**config.mk**
```make
export PLATFORM = sky130hd
export DESIGN_NAME = excUnit
export DESIGN_NICKNAME = d
export VERILOG_FILES = /design/src/rtl/excPkg.sv /design/src/rtl/excCtrl.sv /design/src/rtl/excRegs.sv /design/src/rtl/excUnit.sv
export SDC_FILE = /design/constraint.sdc
export NUM_CORES = 1
export LEC_CHECK = 0
export BUFFER_PORTS_ARGS = -buffer_cell sky130_fd_sc_hd__buf_2
export CAP_MARGIN = 20
export CELL_PAD_IN_SITES_DETAIL_PLACEMENT = 0
export CELL_PAD_IN_SITES_GLOBAL_PLACEMENT = 1
export CORE_UTILIZATION = 29
export DETAILED_ROUTE_END_ITERATION = 16
export PLACE_DENSITY_LB_ADDON = 0.08
export SLEW_MARGIN = 20
export SYNTH_ARGS = -nofsm -noshare
export SYNTH_HDL_FRONTEND = slang
export SYNTH_SLANG_ARGS = --single-unit
```
**constraint.sdc**
```tcl
create_clock -name clk -period 2.3 [get_ports clk]
set_input_delay 0.115 -clock clk [delete_from_list [all_inputs] [get_ports clk]]
set_output_delay 0.115 -clock clk [all_outputs]
set_load 0.005 [all_outputs]
```
**src/rtl/excPkg.sv**
```systemverilog
package excPkg;

  typedef enum logic [3:0] {
    EXC_IRQ    = 4'd0,
    EXC_LDADDR = 4'd4,
    EXC_STADDR = 4'd5,
    EXC_NOCOP  = 4'd11
  } causeE;

  typedef struct packed {
    logic kernel;
    logic ie;
  } modePairT;

  typedef struct packed {
    logic  take;
    logic  pop;
    logic  bd;
    causeE code;
  } strobeT;

endpackage

```
**src/rtl/excCtrl.sv**
```systemverilog
module excCtrl
  import excPkg::*;
#(
  parameter int unsigned ADDR_W = 32,
  parameter logic [ADDR_W-1:0] KBASE = 32'h8000_0000
) (
  input  modePairT          curPair,
  input  logic              irqReq,
  input  logic              memValid,
  input  logic              memWrite,
  input  logic [ADDR_W-1:0] memAddr,
  input  logic              copInstr,
  input  logic              inDelaySlot,
  input  logic              rfeOp,
  output strobeT            stb
);

  logic userMode;
  logic irqHit;
  logic copHit;
  logic adrHit;

  always_comb begin
    userMode = !curPair.kernel;
    irqHit   = irqReq && curPair.ie;
    copHit   = userMode && copInstr;
    adrHit   = userMode && memValid && (memAddr >= KBASE);

    stb      = '0;
    stb.code = EXC_IRQ;
    if (irqHit)      stb.code = EXC_IRQ;
    else if (copHit) stb.code = EXC_NOCOP;
    else if (adrHit) stb.code = memWrite ? EXC_STADDR : EXC_LDADDR;

    stb.take = irqHit || copHit || adrHit;
    stb.pop  = rfeOp && !stb.take;
    stb.bd   = inDelaySlot;
  end

endmodule

```
**src/rtl/excRegs.sv**
```systemverilog
module excRegs
  import excPkg::*;
#(
  parameter int unsigned ADDR_W = 32,
  parameter bit RESET_PREV_KERNEL = 1'b0,
  parameter bit RESET_PREV_IE = 1'b1
) (
  input  logic              clk,
  input  logic              rstN,
  input  strobeT            stb,
  input  logic [ADDR_W-1:0] instrPc,
  input  logic [ADDR_W-1:0] branchPc,
  output logic [ADDR_W-1:0] epc,
  output logic [3:0]        causeCode,
  output logic              causeBd,
  output modePairT          curPair,
  output modePairT          prevPair
);

  always_ff @(posedge clk) begin
    if (!rstN) begin
      curPair.kernel  <= 1'b1;
      curPair.ie      <= 1'b0;
      prevPair.kernel <= RESET_PREV_KERNEL;
      prevPair.ie     <= RESET_PREV_IE;
      epc             <= '0;
      causeCode       <= '0;
      causeBd         <= 1'b0;
    end else if (stb.take) begin
      epc            <= stb.bd ? branchPc : instrPc;
      causeCode      <= stb.code;
      causeBd        <= stb.bd;
      prevPair       <= curPair;
      curPair.kernel <= 1'b1;
      curPair.ie     <= 1'b0;
    end else if (stb.pop) begin
      curPair <= prevPair;
    end
  end

endmodule

```
**src/rtl/excUnit.sv**
```systemverilog
module excUnit
  import excPkg::*;
#(
  parameter int unsigned ADDR_W = 32,
  parameter logic [ADDR_W-1:0] VECTOR = 32'h8000_0080,
  parameter logic [ADDR_W-1:0] KBASE = 32'h8000_0000
) (
  input  logic              clk,
  input  logic              rstN,
  input  logic [ADDR_W-1:0] instrPc,
  input  logic [ADDR_W-1:0] branchPc,
  input  logic              inDelaySlot,
  input  logic              memValid,
  input  logic              memWrite,
  input  logic [ADDR_W-1:0] memAddr,
  input  logic              copInstr,
  input  logic              irqReq,
  input  logic              rfeOp,
  output logic              excTaken,
  output logic [ADDR_W-1:0] redirectPc,
  output logic [ADDR_W-1:0] epc,
  output logic [3:0]        causeCode,
  output logic              causeBd,
  output logic              kernelMode,
  output logic              irqEnable
);

  strobeT   stb;
  modePairT curPair;
  modePairT prevPair;

  excCtrl #(.ADDR_W(ADDR_W), .KBASE(KBASE)) u_ctrl (
    .curPair(curPair), .irqReq(irqReq), .memValid(memValid),
    .memWrite(memWrite), .memAddr(memAddr), .copInstr(copInstr),
    .inDelaySlot(inDelaySlot), .rfeOp(rfeOp), .stb(stb)
  );

  excRegs #(.ADDR_W(ADDR_W)) u_regs (
    .clk(clk), .rstN(rstN), .stb(stb), .instrPc(instrPc),
    .branchPc(branchPc), .epc(epc), .causeCode(causeCode),
    .causeBd(causeBd), .curPair(curPair), .prevPair(prevPair)
  );

  assign excTaken   = stb.take;
  assign redirectPc = stb.take ? VECTOR : '0;
  assign kernelMode = curPair.kernel;
  assign irqEnable  = curPair.ie;

endmodule

```
Yosys cells after proc, flatten, opt, wreduce, memory -nomap -nowiden
Index checks and enable logic that the tools add are counted.
{ "word_totals": {"register_bits": 41, "in_bits": 104, "out_inout_bits": 72, "elab_cells": 25} }
{ "classes": {"order_cmp": 1, "mux": 6, "n_bitwise": 1, "reduce_logical": 10} }
{ "op_table": {"columns": ["cell", "n"], "rows": [
  ["$mux 32", 2],
  ["$ge 32x32->1 const B", 1],
  ["$mux 4", 3],
  ["$logic_and 1x1->1", 5],
  ["$logic_not 1->1", 2],
  ["$logic_or 1x1->1", 2],
  ["$reduce_or 2->1", 1],
  ["$mux 1", 1],
  ["$not 1->1", 1]
]} }

Logic depth before layout (Yosys ltp)
Gate-level depths: netlist of the first run.
{ "logic_depth": {"depth_word": 6, "mapped_depth": 6} }

By module
A second synthesis of the first run with hierarchy kept.
{ "hier_totals": {"hier_cells": 217, "area_unflattened_um2": 2070.7} }
{ "modules_own_cells": {"columns": ["mod", "n_inst", "cells_each", "area_per_inst_um2", "seq_area_each_um2"], "rows": [
  ["excRegs", 1, 171, 1749.2, 820.8],
  ["excUnit", 1, 33, 244.0, 0.0],
  ["excCtrl", 1, 13, 77.6, 0.0]
]} }

Least setup slack after synthesis of the first run
OpenSTA, ideal clock, no wires.
{ "synth_path": {"path_type": "flip-flop to flip-flop", "startpoint": "register, netlist name u_regs.curPair[1]", "endpoint": "register u_regs.epc[10]", "setup_time_ns": 0.116, "arrival_ns": 1.375, "required_time_ns": 2.184, "setup_slack_ns": 0.809, "path_stages_with_launch": 7, "n_path_buf": 2, "period_less_slack_ns": 1.491, "cell_sequence": "dfxtp_1 and3b_1 buf_6 nor3_4 inv_2 buf_6 o211a_1"} }
{ "synth_via": {"elab_chain_len": 4, "elab_cells_between_ends": 6, "cone_classes": "reduce/logical: 6"} }
{ "synth_lines": {"columns": ["item", "line", "text"], "rows": [
  ["$logic_not 1->1 (*)", "excCtrl.sv:24", "userMode = !curPair.kernel;"],
  ["$logic_and 1x1->1, on equally long branches", "excCtrl.sv:26, excCtrl.sv:27", null],
  ["$logic_or 1x1->1 / $logic_and 1x1->1 (equally long branches)", "excCtrl.sv:35, excCtrl.sv:27", null],
  ["$logic_or 1x1->1 (*)", "excCtrl.sv:35", "stb.take = irqHit || copHit || adrHit;"],
  ["net excTaken", "excUnit.sv:19", "output logic excTaken,"],
  ["end signal: assignment", "excRegs.sv:30", "epc <= stb.bd ? branchPc : instrPc;"],
  ["end: declaration", "excRegs.sv:13", "output logic [ADDR_W-1:0] epc,"]
]} }
Mark *: on every way through the listed nets, which the timed path passes. The rest lies on a longest branch.
A chain may end at the register's enable or synchronous reset.

Worst setup path after layout of the first run
{ "layout_path": {"startpoint": "register, netlist name u_regs.curPair[1]", "endpoint": "output port excTaken"} }
{ "layout_via": {"elab_chain_len": 4, "elab_cells_between_ends": 6, "cone_classes": "reduce/logical: 6"} }
{ "layout_lines": {"columns": ["item", "line"], "rows": [
  ["$logic_not 1->1 (*)", "excCtrl.sv:24"],
  ["$logic_and 1x1->1, on equally long branches", "excCtrl.sv:26, excCtrl.sv:27"],
  ["$logic_or 1x1->1 / $logic_and 1x1->1 (equally long branches)", "excCtrl.sv:35, excCtrl.sv:27"],
  ["$logic_or 1x1->1 (*)", "excCtrl.sv:35"],
  ["end: declaration", "excUnit.sv:19"]
]} }
Mark *: on every way between the ends. The rest lies on a longest branch, timed or not.

==> results.toml, run 1 <==
[run_status]
status = "completed"

[clock_tree]
cts_resized = 0
post_cts_buffers = 0
max-clock-path-buffers = 2
clk_latency_ns = 0.29
cts_tree = "built"
numCtsBuffers = 5
htreeDepth = 2
cts-root-buf = "clkbuf_8"
clock-sinks = 40
path_clk_slew_ns = 0.08
cts_hold_buf = 0

[detailed_routing]
dr.pass1.iters = 4
num_vias = 1911
wl_per_cell_um = 13.6
wirelength_um = 5730
ant_nets = 0
drc_errors = 0
drtIter0Drc = 56
vias_per_cell = 4.55

[power_and_ir_drop]
pwr-share-comb_pct = 26.0
power.share.clock_pct = 27.9
power_switching_share_pct = 29.6
switching_power_w = 0.000529
p_leak_nw = 1.80
ir_worst_vdd_mv = 0.251
power_density_nw_per_um2 = 633
seq_power_share_pct = 46.1
internal-power_w = 0.00126

[synthesis]
ys_top_cells_by_area = "dfxtp_1 (36%), mux2i_1 (15%), o211a_1 (14%), buf_4 (11%), o31ai_1 (11%)"
ys_seq_area_share_pct = 35.9
syn_area_per_cell_sq_um = 10.1
ys.flop_type = "dfxtp_1"
syn_inst = 220
synthArstFlopShare_pct = 0
syn_area_sq_um = 2230
ys_seq_elements = 40
yosysMostFrequentCell = "dfxtp_1"
yosysWarnings = 0
ys_types = 29
synth-edff-count = 0
synth_top_area_cell = "dfxtp_1"
yosysTopAreaCellShare_pct = 35.9
synthTopCellsByCount = "dfxtp_1 (40), mux2i_1 (34), buf_4 (33), o31ai_1 (33), o211a_1 (32)"

[hold_path]
hold_path.class = "primary input to flop"

[floorplan]
die_w_um = 89.7
fp.dieH_um = 89.7
start_util_pct = 30.4
num_rows = 31
coreArea_sq_um = 7330
die_area_sq_um = 8040
num_io_pins = 176

[worst_setup_path]
worstPathMaxFanout = 20
critPathKind = "flop to output pin"
cp-end-kind = "output pin"
critical-path-max-stage-delay_ns = 0.43
required_ns = 2.18
slowest_stage = "dfxtp_1"
arrival_ns = 1.66
startpoint_type = "flop"
path_cells = "and3b_1 > nor3_4 > inv_2 > buf_2"

[cells_and_area]
fin_cells = 420
drive_gt1_share_pct = 40.8
fin_nets = 424
syn2layout_area_growth_pct = 26.8
diodes = 0

[placed_design]
globalplace.congestion = 0.634
dp.cells = 412
hpwl_um = 3790
port_buffers = 114

[timing]
period_needed_ns = 1.78
fin_crit_sh_pct = 77.2
setup_viol = 0
rsz0062_at_grt = "no"
fin_skew_ns = 0.00403
final_hold_viol_count = 0
fmax_ghz = 0.563
slew_viol_final = 0
final.setup.tns_ns = 0

[global_route]
grt_use_total_pct = 14.3
grt_pass1_wl_um = 8610
overflow = 0
grt_antenna_before_repair = 0
grt_pass1_vias = 1671
grt_max_degree = 36

[job]
maxCapViolCount = 0
critical path: cells and delay by family (launching register included):
kind,cells,cell delay [ns]
buffers and inverters,2,0.42
and+or+nand+nor,2,0.51
DFF,1,0.43
routing by layer:
metal | wire length, um | up-vias | GRT usage [%]
met5 | 0 | - | 0
met4 | 82 | 0 | 4.76
met3 | 460 | 8 | 4.48
met2 | 2530 | 93 | 22.7
met1 | 2660 | 858 | 18.5
li1 | - | 952 | -
layout by cell type, fill, tap and decap left out:
| master | netlist | final |
|---|---|---|
| and2b_1 | 1 | 1 |
| and3_1 | 1 | 1 |
| buf_4 | 33 | 4 |
| clkbuf_8 | 0 | 6 |
| inv_1 | 1 | 1 |
| nor3_1 | 1 | 1 |
| and2_1 | 1 | 1 |
| mux2i_1 | 34 | 34 |
| nor2_1 | 2 | 2 |
| buf_2 | 4 | 114 |
| o21ai_1 | 1 | 1 |
| nand2_1 | 4 | 4 |
| nor3_4 | 1 | 1 |
| nand3_1 | 2 | 2 |
| o31ai_1 | 33 | 33 |
| nand3b_1 | 1 | 1 |
| o211a_1 | 32 | 32 |
| clkinv_2 | 0 | 2 |
| o211ai_1 | 1 | 1 |
| mux2_2 | 1 | 1 |
| dfxtp_1 | 40 | 40 |
| a31oi_1 | 1 | 1 |
| buf_12 | 0 | 2 |
| inv_2 | 1 | 1 |
| nand2b_1 | 1 | 1 |
| and3b_1 | 1 | 1 |
| conb_1 | 1 | 30 |
| o32ai_1 | 1 | 1 |
| a21oi_1 | 1 | 1 |
layout make-up:
type / count / area, sq um
fill: 764 / 4500
multi-input combinational: 151 / 1160
sequential: 40 / 801
timing repair buffer: 120 / 641
tap: 99 / 124
clock buffer: 6 / 82.6
clock inverter: 2 / 10.0
inverter: 2 / 7.51
kinds of logic after synthesis:
| logic type | after synthesis | synth area share, % |
|---|---|---|
| compound gates | 70 | 26.9 |
| buf+inv | 58 | 16.9 |
| flops | 40 | 35.9 |
| mux | 35 | 15.8 |
| other cells | 1 | 0.168 |
| simple gates | 16 | 4.32 |
metrics by stage:
step                worst slack [ns]  hold WS (ns)  power (W)  utilization [%]  instance area [sq um]
global route                   0.406        0.0862    0.00192             38.6                   2830
CTS                            0.506        0.0856    0.00182             38.6                   2830
global placement               0.607         0.391    0.00131             37.3                   2730
detailed placement             0.595         0.400    0.00131             37.3                   2730
floorplan                      0.809         0.265    0.00115                -                   2340
finish                         0.524        0.0961    0.00179             38.6                   2830
state kept, by name, summed over array words and instances, names as in the netlist:
name              cells
u_regs.causeBd        1
u_regs.causeCode      3
u_regs.epc           32
u_regs.curPair        2
u_regs.prevPair       2
power groups by stage:
stage | clock network (W) | registers [W] | logic [W]
global route | 0.000556 | 0.000838 | 0.000522
detailed placement | 0 | 0.000841 | 0.000472
finish | 0.000499 | 0.000825 | 0.000464
CTS | 0.000517 | 0.000826 | 0.000473
global placement | 0 | 0.000840 | 0.000469
floorplan | 0 | 0.000850 | 0.000302
path summary, 6_finish.rpt:
kind | endpoint | slack [ns] | cells after the start | start
min reg2reg | u_regs.prevPair[1]$_SDFFE_PN0P_ | 0.45 | 2 | u_regs.prevPair[1]$_SDFFE_PN0P_
max | excTaken | 0.52 | 4 | u_regs.curPair[1]$_SDFFE_PP1P_
max reg2reg | u_regs.epc[29]$_SDFFE_PN0P_ | 0.59 | 5 | u_regs.curPair[1]$_SDFFE_PP1P_
min | u_regs.prevPair[0]$_SDFFE_PN1P_ | 0.1 | 3 | irqReq
No activity file was read; power rests on OpenSTA's default activity.
==> inputs of run 2 (changes only) <==
Settings changed: CORE_UTILIZATION 29 to 25.
Clock period 2.3 ns to 1.5 ns, I/O delays scaled along.
==> results.toml, run 2 (synthesized netlist as in run 1, its figures left out) <==
[job]
maxCapViolCount = 0

[clock_tree]
clk_latency_ns = 0.28
clock-sinks = 40
path_clk_slew_ns = 0.07
numCtsBuffers = 5
htreeDepth = 2
cts_hold_buf = 0
cts-root-buf = "clkbuf_8"
max-clock-path-buffers = 2
cts_tree = "built"

[timing]
rsz0062_at_grt = "yes"
setup_ws_ns = 0.0673
fin_crit_sh_pct = 95.5
fin_skew_ns = 0.00222
slew_viol_final = 0
setup_viol = 0
final_hold_viol_count = 0
final.setup.tns_ns = 0
period_needed_ns = 1.43
fmax_ghz = 0.698

[worst_setup_path]
path_common_cell = "buf_4"
reg2reg_from = "u_regs.curPair[1]$_SDFFE_PP1P_"
r2r_cells = 5
startpoint_type = "flop"
cp-end-kind = "flop"
critical-path-max-stage-delay_ns = 0.35
slowest_stage = "dfxtp_2"
critical-path-top-delay-family = "compound AO/OA/AOI/OAI gates"
path_cells = "and3b_2 > buf_4 > buf_4 > o31ai_1 > o211a_1"
r2r_end = "u_regs.epc[5]$_SDFFE_PN0P_"
reg2reg_slack_ns = 0.07
critPathKind = "flop to flop"
worstPathMaxFanout = 16
required_ns = 1.73
arrival_ns = 1.67
cp_num_buf_inv = 2

[detailed_routing]
drtIter0Drc = 71
wirelength_um = 5910
ant_nets = 0
dr.pass1.iters = 3
num_vias = 1978
vias_per_cell = 4.50
wl_per_cell_um = 13.4
drc_errors = 0

[power_and_ir_drop]
power_density_nw_per_um2 = 933
ir_worst_vdd_mv = 0.358
p_total_w = 0.00277
p_leak_nw = 1.84

[cells_and_area]
diodes = 0
multiInputGateArea_sq_um = 1200
seqCellArea_sq_um = 802
layout_common_cells = "buf_2 (114), dfxtp_1 (39), mux2i_1 (34)"
syn2layout_area_growth_pct = 33.3
top_regs = "u_regs.epc x32, u_regs.causeCode x3"
fin_nets = 435
fin_util_pct = 34.2
largest_reg_flops = 32
fin_cells = 440
fillCellCount = 941
layout_commonest_cell = "buf_2"
drive_gt1_share_pct = 45.2
largest-register = "u_regs.epc"

[placed_design]
globalplace.congestion = 0.628
hpwl_um = 4090
port_buffers = 114
dp.cells = 429
preCtsSetupSlack_ns = 0.103

[hold_path]
holdCritStartpoint = "irqReq"
hold_path.class = "primary input to flop"
min_to = "u_regs.prevPair[0]$_SDFFE_PN1P_"
holdPathStages = 3

[global_route]
grt_use_total_pct = 12.7
grt_antenna_before_repair = 0
grt_pass1_wl_um = 8940
overflow = 0
grt_max_degree = 42
grt_pass1_vias = 1807

[run_status]
status = "completed"

[floorplan]
die_w_um = 96.4
num_rows = 34
start_util_pct = 25.7
num_io_pins = 176
fp.dieH_um = 96.4
coreArea_sq_um = 8680
die_area_sq_um = 9300
-- run 2: cell types whose count changed in the layout (fill, tap and decap cells not counted), moves of 2 or more --
cell,change
buf_4,+10
clkbuf_1,+2
clkinv_2,-2
o31ai_2,+7
o31ai_1,-7
-- run 2: tightest hold or removal path: cells and delay by family --
family / cells / cell delay, ns
compound gates: 2 / 0.14
buf+inv: 1 / 0.09
-- run 2: layer usage --
layer  global-route usage [%]  wire [um]  up-vias
met2                     22.1       2830       84
met4                     3.31         62        0
met3                     3.60        436        5
met5                        0          0        -
li1                         -          -      977
met1                     15.1       2580      912
-- run 2: report_power, final --
| part | internal (W) | switching [W] |
|---|---|---|
| Combinational | 0.000409 | 0.000365 |
| Clock | 0.000375 | 0.000360 |
| Sequential | 0.00120 | 0.0000648 |
-- run 2: how the worst max path moves through the flow --
stage	from	endpoint	slack [ns]	cells after the start
detailed placement	u_regs.curPair[1]$_SDFFE_PP1P_	u_regs.epc[2]$_SDFFE_PN0P_	0.10	5
global route	u_regs.curPair[1]$_SDFFE_PP1P_	u_regs.epc[27]$_SDFFE_PN0P_	-0.007	5
global placement	u_regs.curPair[1]$_SDFFE_PP1P_	u_regs.epc[30]$_SDFFE_PN0P_	0.11	5
CTS	u_regs.curPair[1]$_SDFFE_PP1P_	redirectPc[7]	0.07	4
finish	u_regs.curPair[1]$_SDFFE_PP1P_	u_regs.epc[5]$_SDFFE_PN0P_	0.07	5
floorplan	u_regs.curPair[1]$_SDFFE_PP1P_	u_regs.epc[10]$_SDFFE_PN0P_	0.009	6
-- run 2: through the flow --
step                hold WS (ns)  cell area [sq um]
CTS                       0.0422               2930
floorplan                  0.225               2340
finish                    0.0619               2970
global placement           0.347               2820
detailed placement         0.346               2820
global route              0.0655               2970
-- run 2: cell type report --
cell class / instances / share of cell area (%)
Inverter: 2 / 0.337
Multi-Input combinational cell: 151 / 40.3
Clock buffer: 8 / 3.03
Tap cell: 108 / 4.55
Sequential cell: 40 / 27.0
Timing Repair Buffer: 131 / 24.8
-- run 2: timing repair --
action,4_1_cts,5_1_grt
buffers inserted,3,1
gates resized for setup,3,8
endpoints found under the setup margin,3,19
pin swaps,1,0
==> inputs of run 3 (changes only) <==
Settings changed: ABC_AREA from default to 1, CORE_UTILIZATION 25 to 22.
==> results.toml, run 3 <==
[synthesis]
yosysTopAreaCellShare_pct = 37.4
synth-simple-area-share_pct = 22.0
synth_top_family_by_area = "buffers and inverters"
ys_seq_elements = 40
ys_types = 23
syn_inst = 318
synth_xor_area_share_pct = 0
muxShareOfSynthArea_pct = 0
synthArstFlopShare_pct = 0
yosysWarnings = 0
ys_seq_area_share_pct = 37.4
ys.flop_type = "dfxtp_1"
syn_area_per_cell_sq_um = 6.74
yosysMostFrequentCell = "nor2_1"
synth_top_area_cell = "dfxtp_1"
synth_compound_area_share_pct = 17.5
synth-edff-count = 0
synthTopCellsByCount = "nor2_1 (70), o21ai_0 (61), nand2_1 (41)"
syn_area_sq_um = 2140
synth_fa_ha_area_share_pct = 0
ys_top_cells_by_area = "dfxtp_1 (37%), o21ai_0 (14%), buf_4 (13%), nor2_1 (12%), nand2_1 (7.2%)"

[hold_path]
min_to = "u_regs.curPair[0]$_SDFFE_PP0P_"
holdCritStartpoint = "rfeOp"
holdPathStages = 3
hold_path.class = "primary input to flop"

[placed_design]
port_buffers = 114
place_area_sq_um = 2680
hpwl_um = 3920
preCtsSetupSlack_ns = 0.155
globalplace.congestion = 0.637

[timing]
setup_viol = 0
fin_crit_sh_pct = 94.4
final_hold_viol_count = 0
slew_viol_final = 0
period_needed_ns = 1.42
final.setup.tns_ns = 0
setup_ws_ns = 0.0838
fmax_ghz = 0.706
fin_skew_ns = 0.00756
rsz0062_at_grt = "no"

[clock_tree]
clk_latency_ns = 0.29
htreeDepth = 2
path_clk_slew_ns = 0.08
numCtsBuffers = 5
cts_hold_buf = 0
cts-root-buf = "clkbuf_8"
max-clock-path-buffers = 2
cts_tree = "built"
clock-sinks = 40

[detailed_routing]
wl_per_cell_um = 10.6
ant_nets = 0
vias_per_cell = 3.76
drtIter0Drc = 33
wirelength_um = 5880
num_vias = 2088
dr.pass1.iters = 4
drc_errors = 0

[worst_setup_path]
arrival_ns = 1.34
r2r_cells = 8
cp-end-kind = "output pin"
critical-path-top-delay-family = "flip-flops"
path_cells = "inv_2 > nand2_4 > nand2_4 > nor2_4 > clkinv_8 > buf_2"
required_ns = 1.42
cp_num_buf_inv = 3
r2r_end = "u_regs.epc[20]$_SDFFE_PN0P_"
crit_start = "u_regs.curPair[1]$_SDFFE_PP1P_"
reg2reg_slack_ns = 0.14
critPathKind = "flop to output pin"
startpoint_type = "flop"
path_common_cell = "nand2_4"
reg2reg_from = "u_regs.curPair[1]$_SDFFE_PP1P_"
slowest_stage = "dfxtp_2"
worstPathMaxFanout = 9
critical-path-max-stage-delay_ns = 0.40

[power_and_ir_drop]
p_leak_nw = 1.54
power_density_nw_per_um2 = 982
ir_worst_vdd_mv = 0.259
p_total_w = 0.00276

[floorplan]
die_area_sq_um = 10100
die_w_um = 101
coreArea_sq_um = 9330
fp.dieH_um = 101
num_io_pins = 176
num_rows = 35
start_util_pct = 23.0

[cells_and_area]
multiInputGateArea_sq_um = 965
layout_commonest_cell = "buf_2"
syn2layout_area_growth_pct = 31.4
top_regs = "u_regs.epc x32, u_regs.causeCode x3"
fin_nets = 531
diodes = 0
drive_gt1_share_pct = 33.0
seqCellArea_sq_um = 802
final_area_sq_um = 2820
layout_common_cells = "buf_2 (114), nor2_1 (69), o21ai_0 (61)"
largest-register = "u_regs.epc"
fillCellCount = 1077
largest_reg_flops = 32

[global_route]
overflow = 0
grt_antenna_before_repair = 0
grt_use_total_pct = 11.2
grt_pass1_wl_um = 8830
grt_pass1_vias = 1866
grt_max_degree = 66

[run_status]
status = "completed"

[job]
maxCapViolCount = 0
## run 3: layer usage
layer  GRT usage [%]  routed length (um)  vias to the layer above
li1                -                   -                     1133
met1            13.8                2870                      866
met2            17.8                2410                       83
met3            4.02                 512                        6
met4            4.01                  84                        0
met5               0                   0                        -
## run 3: repair_timing
item                       CTS  global route
setup buffers                0             4
hold endpoints to repair     0             0
setup endpoints to repair    3             4
cloned                       0             1
pin swaps                    0             1
gates resized for setup      4             3
## run 3: cells by family after synthesis
family,count (synthesis)
AND/OR/NAND/NOR,118
buffers and inverters,87
AO/OA/AOI/OAI,72
flip-flops,40
other,1
## run 3: area by class of cell
class / instances / share of cell area [%]
clock buffers: 6 / 2.58
clock inverters: 1 / 0.178
inverters: 36 / 5.24
multi-input cells: 220 / 34.3
flip-flops and latches: 40 / 28.5
well taps: 129 / 5.73
repair buffers: 123 / 23.2
repair inverters: 1 / 0.311
## run 3: how the worst max path moves through the flow
stage | endpoint | cells past startpoint | slack (ns)
after detailed placement | u_regs.epc[30]$_SDFFE_PN0P_ | 7 | 0.16
after global routing | redirectPc[7] | 6 | 0.009
after floorplan | u_regs.curPair[0]$_SDFFE_PP0P_ | 6 | 0.30
after global placement | u_regs.epc[27]$_SDFFE_PN0P_ | 7 | 0.17
final | redirectPc[31] | 6 | 0.08
after CTS | excTaken | 5 | 0.01
## run 3: worst min-delay path, cell delays in order
cell	delay [ns]
buf_2	0.10
a21oi_2	0.06
nor2_2	0.08
## run 3: where the power goes
part | internal [W] | switching (W) | total (W)
Combinational | 0.000351 | 0.000438 | 0.000789
Clock | 0.000317 | 0.000377 | 0.000694
Sequential | 0.00121 | 0.0000740 | 0.00128
## run 3: metrics by stage
stage | hold slack, ns | utilization (%) | instances
2_1_floorplan | 0.206 | - | 347
3_3_place_gp | 0.347 | 28.7 | 544
3_5_place_dp | 0.354 | 28.7 | 544
4_1_cts | 0.0435 | 29.7 | 551
5_1_grt | 0.0672 | 30.2 | 556
6_report | 0.0563 | 30.2 | 556
